<file path="src/rtl/rstgen_pkg.sv">
`timescale 1ns/1ps
package rstgen_pkg;

    typedef enum logic [1:0] {
        ST_HOLD = 2'd0,
        ST_WAIT = 2'd1,
        ST_RUN  = 2'd2
    } seq_state_e;

    // cause flag positions, as firmware sees them
    localparam int N_CAUSE = 5;
    localparam int C_POR   = 0;
    localparam int C_BOD   = 1;
    localparam int C_WDT   = 2;
    localparam int C_EXT   = 3;
    localparam int C_SW    = 4;

    typedef struct packed {
        logic sw;
        logic ext;
        logic wdt;
        logic bod;
    } req_t;

endpackage

</file>
<file path="src/rtl/rstgen_sync.sv">
`timescale 1ns/1ps
module rstgen_sync #(
    parameter int               WIDTH   = 1,
    parameter int               STAGES  = 2,
    parameter logic [WIDTH-1:0] RST_VAL = '0
) (
    input  logic             clk,
    input  logic             arst,
    input  logic [WIDTH-1:0] d,
    output logic [WIDTH-1:0] q
);

    logic [STAGES-1:0][WIDTH-1:0] stg_q;

    always_ff @(posedge clk or posedge arst) begin
        if (arst) begin
            for (int i = 0; i < STAGES; i++) begin
                stg_q[i] <= RST_VAL;
            end
        end else begin
            stg_q[0] <= d;
            for (int i = 1; i < STAGES; i++) begin
                stg_q[i] <= stg_q[i-1];
            end
        end
    end

    assign q = stg_q[STAGES-1];

endmodule

</file>
<file path="src/rtl/rstgen_seq.sv">
`timescale 1ns/1ps
module rstgen_seq
    import rstgen_pkg::*;
#(
    parameter int DLY_W = 8
) (
    input  logic             clk,
    input  logic             arst,
    input  logic             req_any,
    input  logic             pwr_good,
    input  logic [DLY_W-1:0] cfg_delay,
    output logic             core_rst_n
);

    seq_state_e       state_q, state_d;
    logic [DLY_W-1:0] cnt_q;
    logic             blocked;

    assign blocked = req_any || !pwr_good;

    // state register
    always_ff @(posedge clk or posedge arst) begin
        if (arst) begin
            state_q <= ST_HOLD;
        end else begin
            state_q <= state_d;
        end
    end

    // next state
    always_comb begin
        state_d = state_q;
        unique case (state_q)
            ST_HOLD: begin
                if (!blocked) state_d = ST_WAIT;
            end
            ST_WAIT: begin
                if (blocked)                  state_d = ST_HOLD;
                else if (cnt_q >= cfg_delay)  state_d = ST_RUN;
            end
            ST_RUN: begin
                if (blocked) state_d = ST_HOLD;
            end
            default: state_d = ST_HOLD;
        endcase
    end

    // delay counter: runs only while the wait state persists
    always_ff @(posedge clk or posedge arst) begin
        if (arst) begin
            cnt_q <= '0;
        end else if (state_q == ST_WAIT && state_d == ST_WAIT) begin
            cnt_q <= cnt_q + 1'b1;
        end else begin
            cnt_q <= '0;
        end
    end

    // outputs
    always_ff @(posedge clk or posedge arst) begin
        if (arst) begin
            core_rst_n <= 1'b0;
        end else begin
            core_rst_n <= (state_d == ST_RUN);
        end
    end

endmodule

</file>
<file path="src/rtl/rstgen_cause.sv">
`timescale 1ns/1ps
module rstgen_cause
    import rstgen_pkg::*;
(
    input  logic               clk,
    input  logic               arst,
    input  logic [N_CAUSE-1:1] set_req,
    input  logic               clr_wr,
    input  logic [N_CAUSE-1:0] clr_mask,
    output logic [N_CAUSE-1:0] flags
);

    for (genvar i = 0; i < N_CAUSE; i++) begin : g_flag
        logic flag_q;
        if (i == C_POR) begin : g_por
            always_ff @(posedge clk or posedge arst) begin
                if (arst) begin
                    flag_q <= 1'b1;
                end else if (clr_wr && clr_mask[i]) begin
                    flag_q <= 1'b0;
                end
            end
        end else begin : g_src
            always_ff @(posedge clk or posedge arst) begin
                if (arst) begin
                    flag_q <= 1'b0;
                end else if (set_req[i]) begin
                    flag_q <= 1'b1;
                end else if (clr_wr && clr_mask[i]) begin
                    flag_q <= 1'b0;
                end
            end
        end
        assign flags[i] = flag_q;
    end

endmodule

</file>
<file path="src/rtl/rstgen_regs.sv">
`timescale 1ns/1ps
module rstgen_regs
    import rstgen_pkg::*;
#(
    parameter int                ADDR_W = 2,
    parameter int                DATA_W = 8,
    parameter logic [DATA_W-1:0] SW_KEY = 8'hA5
) (
    input  logic [ADDR_W-1:0]  reg_addr,
    input  logic               reg_wr,
    input  logic [DATA_W-1:0]  reg_wdata,
    input  logic [N_CAUSE-1:0] flags,
    output logic [DATA_W-1:0]  reg_rdata,
    output logic               clr_wr,
    output logic [N_CAUSE-1:0] clr_mask,
    output logic               sw_hit
);

    localparam logic [ADDR_W-1:0] ADR_CAUSE = ADDR_W'(0);
    localparam logic [ADDR_W-1:0] ADR_SWRST = ADDR_W'(1);
    localparam int                PAD_W     = DATA_W - N_CAUSE;

    assign clr_wr    = reg_wr && (reg_addr == ADR_CAUSE);
    assign clr_mask  = reg_wdata[N_CAUSE-1:0];
    assign sw_hit    = reg_wr && (reg_addr == ADR_SWRST) && (reg_wdata == SW_KEY);
    assign reg_rdata = (reg_addr == ADR_CAUSE) ? {{PAD_W{1'b0}}, flags} : '0;

endmodule

</file>
<file path="src/rtl/rstgen_top.sv">
`timescale 1ns/1ps
module rstgen_top
    import rstgen_pkg::*;
#(
    parameter int                DLY_W       = 8,
    parameter int                SYNC_STAGES = 2,
    parameter int                ADDR_W      = 2,
    parameter int                DATA_W      = 8,
    parameter logic [DATA_W-1:0] SW_KEY      = 8'hA5
) (
    input  logic              clk,
    input  logic              por_req,
    input  logic              bod_det,
    input  logic              wdt_expire,
    input  logic              ext_rst_n,
    input  logic              supply_ok,
    input  logic              osc_ok,
    input  logic [DLY_W-1:0]  cfg_delay,
    input  logic              reg_wr,
    input  logic [ADDR_W-1:0] reg_addr,
    input  logic [DATA_W-1:0] reg_wdata,
    output logic [DATA_W-1:0] reg_rdata,
    output logic              core_rst_n
);

    // bit 0: brown-out level, bit 1: pin level (idles high)
    localparam logic [1:0] SYNC_RST = 2'b10;

    logic [1:0]         async_raw, async_s;
    req_t               req;
    logic               req_any;
    logic               sw_hit;
    logic               clr_wr;
    logic [N_CAUSE-1:0] clr_mask;
    logic [N_CAUSE-1:0] cause_flags;
    logic [N_CAUSE-1:1] cause_set;

    assign async_raw = {ext_rst_n, bod_det};

    rstgen_sync #(
        .WIDTH   (2),
        .STAGES  (SYNC_STAGES),
        .RST_VAL (SYNC_RST)
    ) i_sync (
        .clk  (clk),
        .arst (por_req),
        .d    (async_raw),
        .q    (async_s)
    );

    assign req.bod = async_s[0];
    assign req.ext = ~async_s[1];
    assign req.wdt = wdt_expire;
    assign req.sw  = sw_hit;
    assign req_any = |req;

    assign cause_set[C_BOD] = req.bod;
    assign cause_set[C_WDT] = req.wdt;
    assign cause_set[C_EXT] = req.ext;
    assign cause_set[C_SW]  = req.sw;

    rstgen_regs #(
        .ADDR_W (ADDR_W),
        .DATA_W (DATA_W),
        .SW_KEY (SW_KEY)
    ) i_regs (
        .reg_addr  (reg_addr),
        .reg_wr    (reg_wr),
        .reg_wdata (reg_wdata),
        .flags     (cause_flags),
        .reg_rdata (reg_rdata),
        .clr_wr    (clr_wr),
        .clr_mask  (clr_mask),
        .sw_hit    (sw_hit)
    );

    rstgen_cause i_cause (
        .clk      (clk),
        .arst     (por_req),
        .set_req  (cause_set),
        .clr_wr   (clr_wr),
        .clr_mask (clr_mask),
        .flags    (cause_flags)
    );

    rstgen_seq #(
        .DLY_W (DLY_W)
    ) i_seq (
        .clk        (clk),
        .arst       (por_req),
        .req_any    (req_any),
        .pwr_good   (supply_ok && osc_ok),
        .cfg_delay  (cfg_delay),
        .core_rst_n (core_rst_n)
    );

endmodule

</file>
<file path="config.mk">
export PLATFORM = sky130hd
export DESIGN_NAME = rstgen_top
export DESIGN_NICKNAME = d
export VERILOG_FILES = /design/src/rtl/rstgen_pkg.sv /design/src/rtl/rstgen_sync.sv /design/src/rtl/rstgen_seq.sv /design/src/rtl/rstgen_cause.sv /design/src/rtl/rstgen_regs.sv /design/src/rtl/rstgen_top.sv
export SDC_FILE = /design/constraint.sdc
export NUM_CORES = 1
export LEC_CHECK = 0
export BUFFER_PORTS_ARGS = -buffer_cell sky130_fd_sc_hd__buf_2
export CORE_UTILIZATION = 30
export DETAILED_ROUTE_END_ITERATION = 8
export GPL_ROUTABILITY_DRIVEN = 1
export PLACE_DENSITY = 0.59
export SLEW_MARGIN = 20
export SYNTH_ARGS = -nofsm -noshare
export SYNTH_HDL_FRONTEND = slang
export SYNTH_SLANG_ARGS = --single-unit
</file>
<file path="constraint.sdc">
create_clock -name clk -period 2.55 [get_ports clk]
set_input_delay 0.255 -clock clk [delete_from_list [all_inputs] [get_ports clk]]
set_output_delay 0.255 -clock clk [all_outputs]
set_load 0.03 [all_outputs]
</file>
---- Word-level counts from Yosys, hierarchy flattened ----
Cells that the tools add are included.
word-level totals
  word-level logic and storage cells ...... 53
  memories ................................ 0
  bits in writable memories ............... 0
  ROM bits ................................ 0
  bits in registers ....................... 20
  bits in latches ......................... 0
operators by class
  add/sub/neg operators ................... 1
  reduce and logical (&&, ||, !) cells .... 18
  bitwise gates (word level) .............. 1
  equality and inequality tests ........... 7
  multiply operators ...................... 0
  divide/modulo/power cells ............... 0
  shift operators ......................... 0
  muxes and demuxes ....................... 15
  magnitude comparators ................... 1
operators by type and width
  kind                   number
  $logic_and A1 B1 Y1    10
  $add A8 B1 Y8 const B  1
  $eq A8 B8 Y1 const B   1
  $ge A8 B8 Y1           1
  $mux W1                8
  $mux W2                4
  $mux W8                1
  $eq A2 B1 Y1 const B   3
  $pmux W2 S3            1
  $reduce_bool A2 Y1     3
  $mux W5                1
  $eq A2 B2 Y1 const B   2
  $logic_not A2 Y1       2
  $reduce_or A4 Y1       1
  $ne A2 B1 Y1 const B   1
  $logic_not A1 Y1       1
  $logic_or A1 B1 Y1     1
  $not A1 Y1             1

---- Logic depth before layout (Yosys ltp) ----
Gate-level depths: netlist of run 1.
  depth after elaboration ................. 10
  depth in mapped cells ................... 8
  mapped depth without buffers ............ 7

---- Hierarchy ----
Synthesis of run 1 repeated with hierarchy kept, for this count alone.
second synthesis, totals
  cell total of the unflattened synthesis .. 120
  area total of the unflattened synthesis .. 1231.2 um^2
by module, submodules not included
  module        cells each  area an instance (um^2)  instances  seq. area each (um^2)
  rstgen_seq    70          725.7                    1          275.3
  rstgen_cause  20          220.2                    1          126.4
  rstgen_regs   20          143.9                    1          0.0
  rstgen_sync   7           121.4                    1          102.6
  rstgen_top    3           20.0                     1          0.0

---- Least setup slack after synthesis of run 1 ----
No wires, ideal clock.
  path kind ............................... register -> register
  start point ............................. reg i_seq.cnt_q[0]
  end point ............................... reg i_seq.cnt_q[2]
  data arrival time ....................... 1.716 ns
  buffers on the path ..................... 1
  clock period less this slack ............ 1.797 ns
  cell stages (with the launch flop) ...... 9
  setup slack ............................. 0.753 ns
  cells stage by stage .................... dfrtp_1 -> inv_1 -> ha_1 -> nand2b_4 -> a2111oi_4 -> o41ai_1 -> a21o_1 -> buf_6 -> nor3_2
between the ends
  longest elaborated chain between the ends .. 7
  elaborated cells between the ends (all ways) .. 8
  classes of those cells .................. add/sub: 1; order compare: 1; eq/ne: 1; mux: 4; reduce/logical: 1
ends and longest elaborated chain
  item                    line              text
  from (decl)             rstgen_seq.sv:16  logic [DLY_W-1:0] cnt_q;
  from (signal assigned)  rstgen_seq.sv:53  cnt_q <= cnt_q + 1'b1;
  $ge A8 B8 Y1            rstgen_seq.sv:39  else if (cnt_q >= cfg_delay) state_d = ST_RUN;
  $mux W2                 rstgen_seq.sv:39
  $mux W2                 rstgen_seq.sv:38  if (blocked) state_d = ST_HOLD;
  $pmux W2 S3             rstgen_seq.sv:33  unique case (state_q)
  $eq A2 B1 Y1            rstgen_seq.sv:52  end else if (state_q == ST_WAIT && state_d == ST_WAIT) begin
  $logic_and A1 B1 Y1     rstgen_seq.sv:52
  $mux W8 *               rstgen_seq.sv:52
Mark *: on every way between the ends. The rest lies on a longest branch, timed or not.
A chain may end at the register's enable or synchronous reset.

---- Final worst setup path of run 1 ----
  start point ............................. reg i_seq.cnt_q[0]
  end point ............................... reg i_seq.cnt_q[1]
Same word-level chain as after synthesis.

==> results of run 1 <==
path summary, 6_finish.rpt:
path | from | end
worst max-delay path | i_seq.cnt_q[0] | i_seq.cnt_q[1]
worst min-delay path | ext_rst_n | i_sync.stg_q[1]
worst max register to register | i_seq.cnt_q[0] | i_seq.cnt_q[1]
worst min register to register | i_sync.stg_q[0] | i_sync.q[0]
max in group asynchronous | por_req | i_seq.cnt_q[4]
min in group asynchronous | por_req | i_sync.stg_q[0]
metrics by stage:
step	hold slack [ns]	setup slack, ns
global route	0.0721	0.327
detailed placement	0.336	0.518
global placement	0.333	0.595
floorplan	0.217	0.753
CTS	0.0832	0.507
finish	0.0934	0.502
synthesized netlist by cell type (all sizes together):
cell	n	area, sq um
xnor2	1	8.76
o41ai	1	8.76
nor4bb	2	20.0
inv	9	33.8
buf	4	33.8
a21o	3	22.5
a21oi	3	15.0
and3	2	12.5
nor3b	1	7.51
nor2b	2	12.5
o21a	2	15.0
xor2	5	43.8
nor3	7	70.1
conb	1	3.75
and4b	1	10.0
ha	9	113
nand2	11	41.3
dfstp	3	78.8
nand3	7	35.0
a21boi	1	7.51
nand2b	2	20.0
clkbuf	1	3.75
dfrtp	17	425
a2111oi	1	27.5
nor2	6	22.5
and2	6	37.5
power by group through the flow:
stage               registers (mW)  logic [mW]  clock network (mW)
finish                       0.326      0.0668               0.233
global route                 0.326      0.0756               0.259
CTS                          0.326      0.0685               0.247
detailed placement           0.332      0.0683                   0
global placement             0.332      0.0663                   0
floorplan                    0.331      0.0443                   0
worst reg2reg max path, cell delays in order, from the launching register on:
cell and delay (ns):
sky130_fd_sc_hd__dfrtp_1 0.41, sky130_fd_sc_hd__inv_1 0.06, sky130_fd_sc_hd__ha_1 0.27, sky130_fd_sc_hd__nand2b_4 0.12
sky130_fd_sc_hd__a2111oi_4 0.07, sky130_fd_sc_hd__o41ai_1 0.44, sky130_fd_sc_hd__a21o_1 0.46, sky130_fd_sc_hd__nor2_1 0.10
cell families (layout without fill, tap and decap cells):
kind of cell / after synthesis / after routing / synth area share (%)
and+or+nand+nor: 47 / 47 / 25.6
DFF: 20 / 20 / 44.6
buffers and inverters: 14 / 44 / 6.31
AOI/OAI and AO/OA: 11 / 11 / 8.53
adders and majority gates: 9 / 9 / 9.97
xor gates and xnor gates: 6 / 6 / 4.65
other: 1 / 3 / 0.332
sequential cells by signal, indices dropped and copies added, names as in the netlist:
name                   count
i_seq.cnt_q                8
i_sync.q                   2
i_cause.g_flag.flag_q      5
i_seq.core_rst_n           1
i_sync.stg_q               2
i_seq.state_q              2
cells in the final DEF (no fill, tap or decap), types with 2 or more instances in the layout:
cell                       count
sky130_fd_sc_hd__nand3_1       7
sky130_fd_sc_hd__and2_1        6
sky130_fd_sc_hd__conb_1        3
sky130_fd_sc_hd__buf_2        31
sky130_fd_sc_hd__nor3_2        7
sky130_fd_sc_hd__o21a_1        2
sky130_fd_sc_hd__ha_1          9
sky130_fd_sc_hd__nor4bb_1      2
sky130_fd_sc_hd__xor2_1        5
sky130_fd_sc_hd__a21oi_1       3
sky130_fd_sc_hd__dfstp_2       3
sky130_fd_sc_hd__a21o_1        3
sky130_fd_sc_hd__nor2_1        6
sky130_fd_sc_hd__inv_1         9
sky130_fd_sc_hd__clkbuf_8      4
sky130_fd_sc_hd__nand2_1      11
sky130_fd_sc_hd__and3_1        2
sky130_fd_sc_hd__dfrtp_1      17
sky130_fd_sc_hd__nor2b_1       2
routing by layer:
layer / vias to the layer above / GRT usage, % / wire length (um)
met5: - / 0 / 0
met4: 0 / 5.11 / 36
met3: 4 / 2.90 / 81
met2: 18 / 19.9 / 1030
met1: 404 / 13.2 / 875
li1: 420 / - / -
final cells by class:
class	count	share of cell area (%)
timing repair buffer	31	11.3
tap	46	4.21
multi-input combinational	76	41.1
clock buffer	4	4.03
inverter	9	2.47
sequential	20	36.9
==> summary.log, run 1 <==
qor: status.status completed
qor: power.max-vdd-ir-drop 329 uV
qor: clock_network.cts-buffers-inserted 3
qor: cells_and_area.final_design_area_no_fill 0.00137 sq mm
qor: global_route.global_route.overflow_total 0
qor: clock_network.tritoncts yes
qor: cells_and_area.num-nets-final 176
qor: clock_network.clkTransAtPathRegs 0.07 ns
qor: floorplan.floorplan.die.width 63.4 um
qor: critical_path.worst_setup_path_end_kind flop
qor: power.power.sequential.fraction 52.1%
qor: route.drt_iter0_markers 27
qor: synth.synth.yosys.warnings 0
qor: critical_path.worst_ep_arrival_time 2.18 ns
qor: cells_and_area.finalNonFillerCells 186
qor: cells_and_area.fillers 372
qor: critical_path.critical_path_required 2.68 ns
qor: route.detailedRoute.firstPassIterationCount 4
qor: global_route.grt_antenna_before_repair 0
qor: global_route.grt_first_pass_wirelength 3.62 mm
qor: floorplan.placement_rows 21
qor: timing.finalSetupTns 0 ns
qor: critical_path.reg2reg_slack 0.50 ns
qor: clock_network.clk-insertion-delay-late 0.25 ns
qor: placement.gpl.final_weighted_congestion 0.837
qor: power.pint 0.490 mW
qor: placement.detailed_place.area 0.00131 sq mm
qor: timing.max_slew_margin 51.7%
qor: clock_network.clk_root_buffer_cell sky130_fd_sc_hd__clkbuf_8
qor: timing.finalMaxSlewViolations 0
qor: power.clock_power_share 37.3%
qor: critical_path.stages_on_the_worst_setup_path 7
qor: global_route.global_route.usage.total 11.5%
qor: power.power.switching 0.136 mW
qor: job.max_cap_viol_count 0
qor: cells_and_area.seqCellArea 504 sq um
qor: floorplan.die-height 63.4 um
qor: cells_and_area.antenna_cells_inserted 0
qor: clock_network.cts.sinks 20
qor: route.routed_via_density 4.55
qor: route.wirelength 2.03 mm
qor: timing.timing.final.crit_share 80.3%
qor: global_route.grt_pass1_vias 837
qor: critical_path.cpMaxStageDelayCell sky130_fd_sc_hd__a21o_1
qor: clock_network.postCtsResizedCells 0
qor: timing.min_period 2.05 ns
qor: timing.clock_skew 0.00268 ns
qor: floorplan.die_area 0.00402 sq mm
qor: timing.highest_clock_frequency_the_design_can_meet 0.488 GHz
qor: worst_hold_path.worst_hold_path_type in2reg
qor: floorplan.ioPinCount 35
qor: placement.place_inst 182
qor: placement.port_buffers 31
qor: cells_and_area.layout-drive-gt1-share 33.6%
qor: timing.grt_setup_unrepaired false
qor: critical_path.critical_path_buf_inv_count 1
qor: floorplan.floorplan.initialDensity 32.6%
qor: global_route.grt_max_degree 21
qor: power.post-layout-total-power 0.626 mW
qor: placement.hpwlAfterDp 1.67 mm
qor: critical_path.worstSetupStartpointType flop
qor: critical_path.max_stage_delay 0.46 ns
qor: synth.syn_area 0.00113 sq mm
qor: critical_path.critical_path.cell_chain inv_1, ha_1, nand2b_4, a2111oi_4, o41ai_1, a21o_1, nor2_1
qor: route.drc 0
qor: route.route.vias.total 846
qor: critical_path.critical-path-top-delay-family compound AO/OA/AOI/OAI gates
qor: synth.seq_area_frac_synth 44.6%
qor: clock_network.clock_path_buffers 2
qor: floorplan.placeableCoreArea 0.00347 sq mm
qor: cells_and_area.multiInputGateArea 562 sq um
qor: power.cellPowerDensity 458 mW/mm^2
qor: timing.finalHoldViolCount 0
qor: synth.post_synth_inst_count 108
qor: power.switching_share 21.7%
qor: clock_network.ctsHoldBuffers 0
qor: timing.timing.final.setup_violations 0
qor: critical_path.r2r_cells 7
qor: route.routed_wire_length_per_instance 10.9 um
qor: synth.synth.lib_cells_used.distinct 28
qor: route.ant_nets 0
qor: synth.synthesis_stage_register_bit_count 20
qor: power.cellLeakagePower 0.676 nW
qor: cells_and_area.layout.core_utilization 39.4%
qor: clock_network.cts.repair_timing.setup_buffer_count 0
qor: cells_and_area.areaGrowthSynthToFinish 21.0%
qor: critical_path.worst-setup-path-type reg2reg
qor: timing.worstMarginPinSlew 0.724 ns
qor: power.p_comb_share 10.7%
qor: clock_network.htreeDepth 1
qor: critical_path.crit_fanout 9
qor: synth.post_syn_area_per_cell 10.5 sq um
qor: worst_hold_path.holdPathStages 1
Note: power is estimated with default switching activity, not from simulation.
==> run 2, diff against run 1 <==
==> constraint.sdc (replaced) <==
create_clock -name clk -period 2.1 [get_ports clk]
set_input_delay 0.21 -clock clk [delete_from_list [all_inputs] [get_ports clk]]
set_output_delay 0.21 -clock clk [all_outputs]
set_load 0.03 [all_outputs]
==> summary.log, run 2 (same netlist as run 1, synthesis figures left out) <==
qor: route.routed_via_density 4.51
qor: clock_network.tritoncts yes
qor: cells_and_area.max_flop_register i_seq.cnt_q
qor: power.power.sequential.fraction 54.5%
qor: cells_and_area.areaGrowthSynthToFinish 22.3%
qor: power.switching_share 22.5%
qor: global_route.global_route.overflow_total 0
qor: route.wirelength 2.11 mm
qor: timing.worstMarginPinSlew 0.740 ns
qor: global_route.grt_pass1_vias 862
qor: cells_and_area.largest_reg_flops 8
qor: cells_and_area.highest_count_cells_in_the_layout_ignoring_fill_and_taps 31 x sky130_fd_sc_hd__buf_2, 17 x sky130_fd_sc_hd__dfrtp_1, 11 x sky130_fd_sc_hd__nand2_1
qor: critical_path.crit_fanout 5
qor: power.max-vdd-ir-drop 289 uV
qor: cells_and_area.layout-drive-gt1-share 34.5%
qor: critical_path.critical_path_required 2.28 ns
qor: power.post-layout-total-power 0.727 mW
qor: power.pint 0.563 mW
qor: power.cellLeakagePower 0.685 nW
qor: route.route.vias.total 848
qor: critical_path.worst_ep_arrival_time 2.09 ns
qor: cells_and_area.antenna_cells_inserted 0
qor: timing.finalSetupTns 0 ns
qor: global_route.grt_first_pass_wirelength 3.68 mm
qor: timing.grt_setup_unrepaired false
qor: job.max_cap_viol_count 0
qor: critical_path.worst-setup-path-type reg2reg
qor: power.p_comb_share 11.4%
qor: clock_network.htreeDepth 1
qor: route.drc 0
qor: clock_network.clkTransAtPathRegs 0.07 ns
qor: critical_path.worst_setup_path_end_kind flop
qor: clock_network.ctsHoldBuffers 0
qor: floorplan.die_area 0.00402 sq mm
qor: timing.finalHoldViolCount 0
qor: floorplan.die-height 63.4 um
qor: clock_network.cts-buffers-inserted 3
qor: clock_network.clk-insertion-delay-late 0.25 ns
qor: timing.min_period 1.91 ns
qor: route.ant_nets 0
qor: global_route.global_route.usage.total 11.6%
qor: placement.hpwlAfterDp 1.72 mm
qor: floorplan.placeableCoreArea 0.00347 sq mm
qor: placement.gpl.final_weighted_congestion 0.833
qor: worst_hold_path.worst_hold_path_type in2reg
qor: timing.timing.final.setup_violations 0
qor: power.clock_power_share 34.1%
qor: power.power.switching 0.163 mW
qor: cells_and_area.num-nets-final 178
qor: cells_and_area.layout.cells.most_common sky130_fd_sc_hd__buf_2
qor: route.drt_iter0_markers 6
qor: timing.finalMaxSlewViolations 0
qor: cells_and_area.largest_registers_ranked_by_flip_flop_count i_seq.cnt_q x8, i_cause.g_flag.flag_q x5
qor: timing.max_slew_margin 50.6%
qor: floorplan.floorplan.initialDensity 32.6%
qor: critical_path.worstSetupStartpointType flop
qor: floorplan.floorplan.die.width 63.4 um
qor: route.detailedRoute.firstPassIterationCount 4
qor: placement.port_buffers 31
qor: clock_network.postCtsResizedCells 0
qor: clock_network.clock_path_buffers 2
qor: floorplan.placement_rows 21
qor: power.cellPowerDensity 526 mW/mm^2
qor: timing.clock_skew 0.00751 ns
qor: clock_network.cts.repair_timing.setup_buffer_count 0
qor: timing.highest_clock_frequency_the_design_can_meet 0.523 GHz
qor: global_route.grt_max_degree 21
qor: clock_network.clk_root_buffer_cell sky130_fd_sc_hd__clkbuf_8
qor: clock_network.cts.sinks 20
qor: route.routed_wire_length_per_instance 11.2 um
qor: timing.timing.final.crit_share 91.1%
qor: global_route.grt_antenna_before_repair 0
qor: floorplan.ioPinCount 35
qor: status.status completed
==> run 2: cell types whose count changed in the layout (fill, tap and decap cells not counted), sizes merged <==
cell	delta
a21o	+1
buf	+1
==> run 2: worst paths after layout <==
path / startpoint / end / slack, ns / depth (start not counted)
max in group asynchronous: por_req / i_seq.state_q[0] / 1.55 / 2
hold reg to reg: i_sync.stg_q[1] / i_sync.q[1] / 0.36 / 0
setup / recovery: i_seq.cnt_q[0] / i_seq.cnt_q[2] / 0.19 / 7
hold / removal: ext_rst_n / i_sync.stg_q[1] / 0.06 / 1
setup reg to reg: i_seq.cnt_q[0] / i_seq.cnt_q[2] / 0.19 / 7
min in group asynchronous: por_req / i_cause.g_flag[4].flag_q / 0.07 / 2
==> run 2: final cells by class <==
cell class	count	area [sq um]
Timing Repair Buffer	32	163
Inverter	9	33.8
Clock buffer	4	45.0
Sequential cell	20	504
Tap cell	46	57.6
Fill cell	366	2090
Multi-Input combinational cell	77	578
==> run 2: critical path: stages (launching register included) <==
cell                        delay [ns]
sky130_fd_sc_hd__dfrtp_1          0.42
sky130_fd_sc_hd__inv_1            0.06
sky130_fd_sc_hd__ha_1             0.26
sky130_fd_sc_hd__nand2b_4         0.15
sky130_fd_sc_hd__a2111oi_4        0.38
sky130_fd_sc_hd__o41ai_2          0.15
sky130_fd_sc_hd__a21o_2           0.26
sky130_fd_sc_hd__nor3_2           0.15
==> run 2: per-stage QoR <==
| step | util [%] | hold slack (ns) | instances | area [sq um] | setup slack (ns) |
|---|---|---|---|---|---|
| 6_report | 39.8 | 0.0564 | 188 | 1380 | 0.187 |
| 4_1_cts | 39.4 | 0.0484 | 187 | 1370 | 0.0299 |
| 3_5_place_dp | 38.1 | 0.318 | 183 | 1320 | 0.0395 |
| 3_3_place_gp | 38.1 | 0.316 | 183 | 1320 | 0.146 |
| 2_1_floorplan | - | 0.172 | 110 | 1140 | 0.303 |
| 5_1_grt | 39.8 | 0.0498 | 188 | 1380 | 0.0624 |
==> run 2: routing by layer <==
layer	track usage, %	vias to the layer above	routed length (um)
met5	0	-	0
met4	2.56	0	12
met3	2.72	2	66
met2	21.1	15	1130
met1	13.5	401	893
li1	-	430	-
==> run 2: power by group through the flow <==
stage	clock [mW]	combinational [mW]	sequential, mW
floorplan	0	0.0538	0.402
finish	0.248	0.0827	0.396
global placement	0	0.0805	0.403
global route	0.273	0.0940	0.397
CTS	0.260	0.0834	0.396
detailed placement	0	0.0832	0.403
==> run 3, diff against run 2 <==
--- a/config.mk
+++ b/config.mk
@@ -6,10 +6,10 @@
 export NUM_CORES = 1
 export LEC_CHECK = 0
 export BUFFER_PORTS_ARGS = -buffer_cell sky130_fd_sc_hd__buf_2
-export CORE_UTILIZATION = 30
+export CORE_UTILIZATION = 50
 export DETAILED_ROUTE_END_ITERATION = 8
 export GPL_ROUTABILITY_DRIVEN = 1
-export PLACE_DENSITY = 0.59
+export PLACE_DENSITY = 0.85
 export SLEW_MARGIN = 20
 export SYNTH_ARGS = -nofsm -noshare
 export SYNTH_HDL_FRONTEND = slang
==> summary.log, run 3 (same netlist as run 1, synthesis figures left out) <==
qor: route.detailedRoute.firstPassIterationCount 4
qor: job.max_cap_viol_count 0
qor: clock_network.clkTransAtPathRegs 0.10 ns
qor: route.ant_nets 0
qor: floorplan.floorplan.die.width 49.5 um
qor: worst_hold_path.worst_hold_path_type in2async
qor: critical_path.cpMaxStageDelayCell sky130_fd_sc_hd__dfrtp_1
qor: critical_path.worst_ep_arrival_time 2.20 ns
qor: critical_path.worstSetupStartpointType flop
qor: critical_path.critical_path_required 2.32 ns
qor: route.wirelength 1.99 mm
qor: route.route.vias.total 843
qor: power.max-vdd-ir-drop 369 uV
qor: critical_path.worst-setup-path-type reg2reg
qor: route.drc 0
qor: timing.finalHoldViolCount 0
qor: cells_and_area.layout-drive-gt1-share 33.3%
qor: timing.finalSetupTns 0 ns
qor: floorplan.floorplan.initialDensity 55.3%
qor: power.cellPowerDensity 489 mW/mm^2
qor: cells_and_area.finalNonFillerCells 171
qor: timing.max_slew_margin 52.8%
qor: cells_and_area.areaGrowthSynthToFinish 19.5%
qor: global_route.grt_antenna_before_repair 0
qor: timing.grt_setup_unrepaired false
qor: cells_and_area.largest_registers_ranked_by_flip_flop_count i_seq.cnt_q x8, i_cause.g_flag.flag_q x5
qor: clock_network.tritoncts yes
qor: placement.pre_cts_slack 0.128 ns
qor: global_route.global_route.usage.total 19.6%
qor: route.drt_iter0_markers 9
qor: floorplan.ioPinCount 35
qor: placement.hpwlAfterDp 1.67 mm
qor: cells_and_area.highest_count_cells_in_the_layout_ignoring_fill_and_taps 31 x sky130_fd_sc_hd__buf_2, 17 x sky130_fd_sc_hd__dfrtp_1, 11 x sky130_fd_sc_hd__nand2_1
qor: cells_and_area.fillers 162
qor: timing.min_period 1.98 ns
qor: cells_and_area.antenna_cells_inserted 0
qor: placement.place_inst 165
qor: placement.port_buffers 31
qor: critical_path.worst_setup_path_end_kind flop
qor: floorplan.die-height 49.5 um
qor: timing.timing.final.setup_violations 0
qor: clock_network.clk_root_buffer_cell sky130_fd_sc_hd__clkbuf_4
qor: clock_network.cts.sinks 20
qor: floorplan.placeableCoreArea 0.00204 sq mm
qor: clock_network.clock_path_buffers 2
qor: cells_and_area.num-nets-final 180
qor: cells_and_area.layout.cells.most_common sky130_fd_sc_hd__buf_2
qor: cells_and_area.layout.core_utilization 66.1%
qor: global_route.grt_first_pass_wirelength 3.64 mm
qor: clock_network.clk-insertion-delay-late 0.29 ns
qor: critical_path.max_stage_delay 0.44 ns
qor: cells_and_area.largest_reg_flops 8
qor: cells_and_area.max_flop_register i_seq.cnt_q
qor: critical_path.crit_fanout 5
qor: clock_network.postCtsResizedCells 0
qor: timing.clock_skew 0.00740 ns
qor: floorplan.die_area 0.00245 sq mm
qor: timing.postLayoutSetupSlackWorst 0.117 ns
qor: global_route.global_route.overflow_total 0
qor: status.status completed
qor: clock_network.cts-buffers-inserted 3
qor: floorplan.placement_rows 16
qor: placement.gpl.final_weighted_congestion 0.823
qor: timing.worstMarginPinSlew 0.708 ns
qor: route.routed_wire_length_per_instance 11.6 um
qor: power.cellLeakagePower 0.679 nW
qor: global_route.grt_max_degree 21
qor: timing.highest_clock_frequency_the_design_can_meet 0.504 GHz
qor: clock_network.htreeDepth 1
qor: global_route.grt_pass1_vias 907
qor: timing.timing.final.crit_share 94.4%
qor: route.routed_via_density 4.93
qor: timing.finalMaxSlewViolations 0
qor: critical_path.critical_path.cell_chain inv_1, ha_1, nand2b_4, a2111oi_4, o41ai_1, a21o_1, buf_4, nor3_2
==> run 3: critical path: cells and delay by family, from the launching register on <==
family	cells	cell delay, ns
AO/OA/AOI/OAI	3	0.68
adder cells (fa/ha/maj)	1	0.26
buffers and inverters	2	0.21
flip-flops	1	0.44
AND/OR/NAND/NOR	2	0.31
==> run 3: timing repair <==
action,4_1_cts,5_1_grt
buffers inserted,0,0
hold endpoints to repair,0,2
hold buffers,0,2
==> run 3: worst paths after layout <==
check                                                end  slack, ns             from  cells past startpoint
worst min register to register               i_sync.q[1]       0.36  i_sync.stg_q[1]                      0
min in group clk                i_cause.g_flag[0].flag_q       0.06     reg_wdata[0]                      2
max in group asynchronous               i_seq.core_rst_n       1.64          por_req                      2
worst max-delay path                      i_seq.cnt_q[4]       0.12   i_seq.cnt_q[0]                      8
worst min-delay path                     i_sync.stg_q[0]      0.006          por_req                      2
worst max register to register            i_seq.cnt_q[4]       0.12   i_seq.cnt_q[0]                      8
==> run 3: report_power, final <==
part	switching (mW)	internal [mW]	leakage (nW)
logic	0.0462	0.0384	0.414
registers	0.00297	0.393	0.250
clock network	0.106	0.0739	0.0150
total	0.156	0.505	0.679
==> run 3: metal layers <==
metal / up-vias / GRT usage, % / part of all wire (%) / wire (um)
met5: - / 0 / 0 / 0
met4: 0 / 8.57 / 1.9 / 38
met3: 5 / 4.01 / 3.0 / 60
met2: 21 / 34.9 / 54 / 1070
met1: 391 / 22.3 / 41 / 818
li1: 426 / - / - / -
==> run 3: through the flow <==
stage / area (sq um) / hold slack [ns] / power, mW
after floorplan: 1140 / 0.172 / 0.456
after CTS: 1330 / 0.00425 / 0.664
after global routing: 1350 / 0.0560 / 0.698
after global placement: 1300 / 0.317 / 0.482
after detailed placement: 1300 / 0.317 / 0.486
final: 1350 / 0.00581 / 0.661
==> run 3: area by class of cell <==
type | count | area, sq um | share of cell area (%)
Inverter | 9 | 33.8 | 2.50
Sequential cell | 20 | 504 | 37.3
Multi-Input combinational cell | 76 | 562 | 41.6
Tap cell | 27 | 33.8 | 2.50
Clock buffer | 4 | 26.3 | 1.95
Timing Repair Buffer | 35 | 190 | 14.1
